File: src/rtl/odc_pkg.sv
// Shared constants and helpers for the oscillator divider chain.
// Assumes exactly one internal stage lies between the first exposed stage and the last stage.
package odc_pkg;
    localparam int ODC_STAGES     = 14;  // halving stages in the chain
    localparam int ODC_FIRST_TAP  = 4;   // lowest stage brought out
    localparam int ODC_HIDDEN_TAP = 11;  // stage kept internal above the first tap

    // Stage number driving tap index j, skipping the hidden stage.
    function automatic int tap_stage(input int first, input int hidden, input int j);
        int s;
        s = first + j;
        if (s >= hidden) s = s + 1;
        return s;
    endfunction
endpackage

File: src/rtl/odc_counter.sv
// Counter that stands in for the ripple chain: bit k-1 is the output of stage k.
// Steps on the falling oscillator edge and clears asynchronously on reset.
// Assumes reset is released while the oscillator is stopped or well clear of a falling edge.
module odc_counter #(
    parameter int W = 14
) (
    input  logic         osc_i,
    input  logic         rst_i,
    output logic [W-1:0] count_o
);
    // Purpose: advance on each falling oscillator edge, wrapping naturally at 2^W.
    always_ff @(negedge osc_i or posedge rst_i) begin
        if (rst_i) count_o <= '0;
        else       count_o <= count_o + 1'b1;
    end
endmodule

File: src/rtl/odc_run_gate.sv
// Oscillator run enable: holds the oscillator off for the whole time reset is high.
// Assumes the oscillator stops within its current half-period once the enable falls.
module odc_run_gate (
    input  logic rst_i,
    output logic run_en_o
);
    // Purpose: release the oscillator as soon as the reset request is removed.
    always_comb run_en_o = ~rst_i;
endmodule

File: src/rtl/odc_decode.sv
// Decode strobe: full-count compare qualified by the high oscillator phase.
// The count only changes on the falling edge, so it is stable while osc is high.
module odc_decode #(
    parameter int W = 14
) (
    input  logic         osc_i,
    input  logic         rst_i,
    input  logic [W-1:0] count_i,
    input  logic [W-1:0] match_i,
    output logic         strobe_o
);
    logic hit;

    // Purpose: raw equality of the count and the programmed match word.
    always_comb hit = (count_i == match_i);

    // Purpose: pass the hit only in the settled high phase and never under reset.
    always_comb strobe_o = hit & osc_i & ~rst_i;
endmodule

File: src/rtl/osc_div_chain.sv
// Top of the gated oscillator divider chain.
// Exposes a subset of stage outputs, an oscillator enable and a phase-qualified decode.
// Assumes the oscillator is the only clock; all state is in its falling-edge domain.
module osc_div_chain
    import odc_pkg::*;
#(
    parameter int STAGES     = ODC_STAGES,
    parameter int FIRST_TAP  = ODC_FIRST_TAP,
    parameter int HIDDEN_TAP = ODC_HIDDEN_TAP,
    localparam int NT        = STAGES - FIRST_TAP
) (
    input  logic              osc_i,
    input  logic              rst_i,
    input  logic [STAGES-1:0] match_i,
    output logic              run_en_o,
    output logic [NT-1:0]     taps_o,
    output logic              strobe_o
);
    logic [STAGES-1:0] count_q;

    odc_run_gate u_gate (
        .rst_i    (rst_i),
        .run_en_o (run_en_o)
    );

    odc_counter #(.W(STAGES)) u_cnt (
        .osc_i   (osc_i),
        .rst_i   (rst_i),
        .count_o (count_q)
    );

    // Purpose: route each exposed stage to its tap, skipping the hidden stage.
    for (genvar j = 0; j < NT; j++) begin : g_tap
        localparam int S = tap_stage(FIRST_TAP, HIDDEN_TAP, j);
        assign taps_o[j] = count_q[S-1];
    end

    odc_decode #(.W(STAGES)) u_dec (
        .osc_i    (osc_i),
        .rst_i    (rst_i),
        .count_i  (count_q),
        .match_i  (match_i),
        .strobe_o (strobe_o)
    );
endmodule

File: config.mk
export PLATFORM = sky130hd
export DESIGN_NAME = osc_div_chain
export DESIGN_NICKNAME = d
export VERILOG_FILES = /design/src/rtl/odc_pkg.sv /design/src/rtl/odc_counter.sv /design/src/rtl/odc_run_gate.sv /design/src/rtl/odc_decode.sv /design/src/rtl/osc_div_chain.sv
export SDC_FILE = /design/constraint.sdc
export NUM_CORES = 1
export LEC_CHECK = 0
export BUFFER_PORTS_ARGS = -buffer_cell sky130_fd_sc_hd__buf_2
export CORE_AREA = 5 5 46 48
export CTS_CLUSTER_DIAMETER = 200
export DETAILED_ROUTE_END_ITERATION = 12
export DIE_AREA = 0 0 51 53
export PLACE_DENSITY = 0.84
export RECOVER_POWER = 25
export SYNTH_ARGS = -nofsm -noshare
export SYNTH_HDL_FRONTEND = slang
export SYNTH_HIERARCHICAL = 1
export SYNTH_SLANG_ARGS = --single-unit
export TNS_END_PERCENT = 20
File: constraint.sdc
create_clock -name osc_i -period 1.87 [get_ports osc_i]
set_input_delay 0.374 -clock osc_i [delete_from_list [all_inputs] [get_ports osc_i]]
set_output_delay 0.374 -clock osc_i [all_outputs]
set_load 0.02 [all_outputs]
==> results.json <==
{
  "outcome": "complete, but fails checks",
  "violations": "setup timing",
  "drv_slew": 0,
  "final_cell_area_um2": 1210,
  "vias": 691,
  "seq_area_um2": 350,
  "die_y_um": 53,
  "crit_type": "flop to output port",
  "fin_skew_ns": 0.00236,
  "syn_avg_cell_area_um2": 11.0,
  "ys_types": 14,
  "final-setup-viol-count": 17,
  "rsz0062_at_grt": "true",
  "reg2reg_slack_ns": 0.35,
  "layout.cells.non_filler": 139,
  "wl_per_cell_um": 14.6,
  "drt_first_iter_violations": 8,
  "vdd_drop_max_uv": 390,
  "grt_pass1_wl_mm": 3.42,
  "slowest_delay_ns": 0.43,
  "area_delta_synth_final_pct": 55.0,
  "top_regs": "u_cnt/count_o x14",
  "path_clk_slew_ns": 0.06,
  "grt_usage_pct": 18.5,
  "syn_inst": 71,
  "cap_violations": 0,
  "top_register": "u_cnt/count_o",
  "final-hold-violation-count": 0,
  "placed_area_um2": 1070,
  "grt_antenna_before_repair": 0,
  "crit_chain": "xnor2_1 > nand4_1 > nor4_4 > buf_4",
  "crit_fanout": 2,
  "place_hpwl_mm": 1.51,
  "antennaDiodeCount": 0,
  "initial_core_util_pct": 46.8,
  "multi_input_area_um2": 429,
  "clkLatencyLatePin_ns": 0.41,
  "end_kind": "output port",
  "core-area_um2": 1670,
  "hold_class": "flop to flop",
  "ys_seq_elements": 14,
  "wl_mm": 2.03,
  "ant_nets": 0,
  "arrival_ns": 2.56,
  "viasPerCell": 4.97,
  "cp.required_ns": 1.50,
  "synth-seq-area-share_pct": 44.8,
  "p_leak_nw": 0.582,
  "dp_cells": 131,
  "grt_max_degree": 9,
  "dieArea_um2": 2700,
  "tritoncts": "done",
  "power_density_nw_per_um2": 562,
  "fillers": 132,
  "hold_buffers": 0,
  "portBuffers": 27,
  "syn_area_um2": 782,
  "yosys_warnings": 6,
  "largest_reg_flops": 14,
  "drc_errors": 0,
  "fp-row-count": 15,
  "die_w_um": 51,
  "fin_nets": 140,
  "finalWorstSetupSlack_ns": -1.06,
  "setup.worst_path.start_class": "flop",
  "synth.net_count": 88,
  "utilization_pct": 72.6,
  "slew_headroom_pct": 72.5,
  "slowest_stage": "dfrtn_1",
  "drive_gt1_share_pct": 45.1,
  "preCtsSetupSlack_ns": -0.638,
  "totalPowerFinal_mw": 0.681,
  "grt-ovfl-total": 0,
  "boundaryPins": 28,
  "routabilityCongestion": 0.765,
  "worstMarginPinSlew_ns": 0.413,
  "grt_pass1_vias": 798,
  "drt_pre_antenna_iters": 4
}
layout by cell type, fill, tap and decap left out:
cell / count
xnor2_1: 17
buf_2: 15
buf_6: 14
dfrtn_1: 14
buf_4: 12
xor2_1: 8
clkbuf_4: 6
nand2_1: 5
inv_1: 5
nand4_1: 4
clkbuf_1: 3
nor4_2: 3
nor3_1: 3
nand3_1: 3
nor2_1: 3
clkbuf_8: 1
nand3_2: 1
nand4_4: 1
ha_1: 1
nor2b_1: 1
xnor2_2: 1
nor4_4: 1
layer usage:
metal	vias to the layer above	wire [um]	track usage, %
li1	340	-	-
met1	315	854	20.3
met4	0	55	18.8
met3	5	122	4.51
met5	-	0	0
met2	31	996	28.5
final timing paths:
path / start / endpoint / cells past startpoint
max: u_cnt/count_o[9]$_DFF_NP0_ / strobe_o / 4
min: u_cnt/count_o[0]$_DFF_NP0_ / u_cnt/count_o[0]$_DFF_NP0_ / 2
max reg2reg: u_cnt/count_o[0]$_DFF_NP0_ / u_cnt/count_o[10]$_DFF_NP0_ / 5
min reg2reg: u_cnt/count_o[0]$_DFF_NP0_ / u_cnt/count_o[0]$_DFF_NP0_ / 2
max in group asynchronous: rst_i / u_cnt/count_o[7]$_DFF_NP0_ / 3
min in group asynchronous: rst_i / u_cnt/count_o[6]$_DFF_NP0_ / 3
stage by stage:
| step | hold WS [ns] | TNS, ns |
|---|---|---|
| after floorplan | 0.354 | -0.927 |
| after global placement | 0.457 | -1.94 |
| after detailed placement | 0.482 | -2.13 |
| after CTS | 0.485 | -6.66 |
| after global routing | 0.530 | -7.25 |
| final | 0.494 | -6.61 |
Yosys cell counts:
master,count,area (um2)
nand3_1,3,15.0
xnor2_1,18,158
nor2_1,3,11.3
xor2_1,8,70.1
ha_1,1,12.5
nand4_1,4,25.0
nand3_2,1,10.0
dfrtn_1,14,350
nand2_1,5,18.8
inv_1,5,18.8
nor4_2,4,50.1
nor3_1,3,15.0
nor2b_1,1,6.26
nand4_4,1,21.3
worst max-delay path: cells and delay by family, from the launching register on:
family | cells | cell delay [ns]
simple gates | 2 | 0.46
flops | 1 | 0.43
buf+inv | 1 | 0.18
xor+xnor | 1 | 0.14
kinds of logic (layout without fill, tap and decap cells):
family,after synthesis,after routing,synth area share [%]
DFF,14,14,44.8
buffers and inverters,5,56,2.40
and+or+nand+nor,25,25,22.1
xor gates and xnor gates,26,26,29.1
adders and majority gates,1,1,1.60
area by class of cell:
class                      instances  share of cell area, %
clock buffer                       8                   5.47
timing repair buffer              43                   26.9
multi-input combinational         52                   35.4
sequential                        14                   28.9
tap                               17                   1.75
inverter                           5                   1.55
where the power goes:
part	total, mW	internal (mW)	leakage, nW	switching, mW
sequential	0.304	0.304	0.181	0
combinational	0.0487	0.0248	0.346	0.0239
clock	0.328	0.199	0.0554	0.130
what timing repair did:
item                                    CTS  global route
pin swaps                                 5             7
setup buffers                             0             1
endpoints found under the setup margin   17            17
gates resized for setup                  25             1
(Power assumes the default switching activity.)
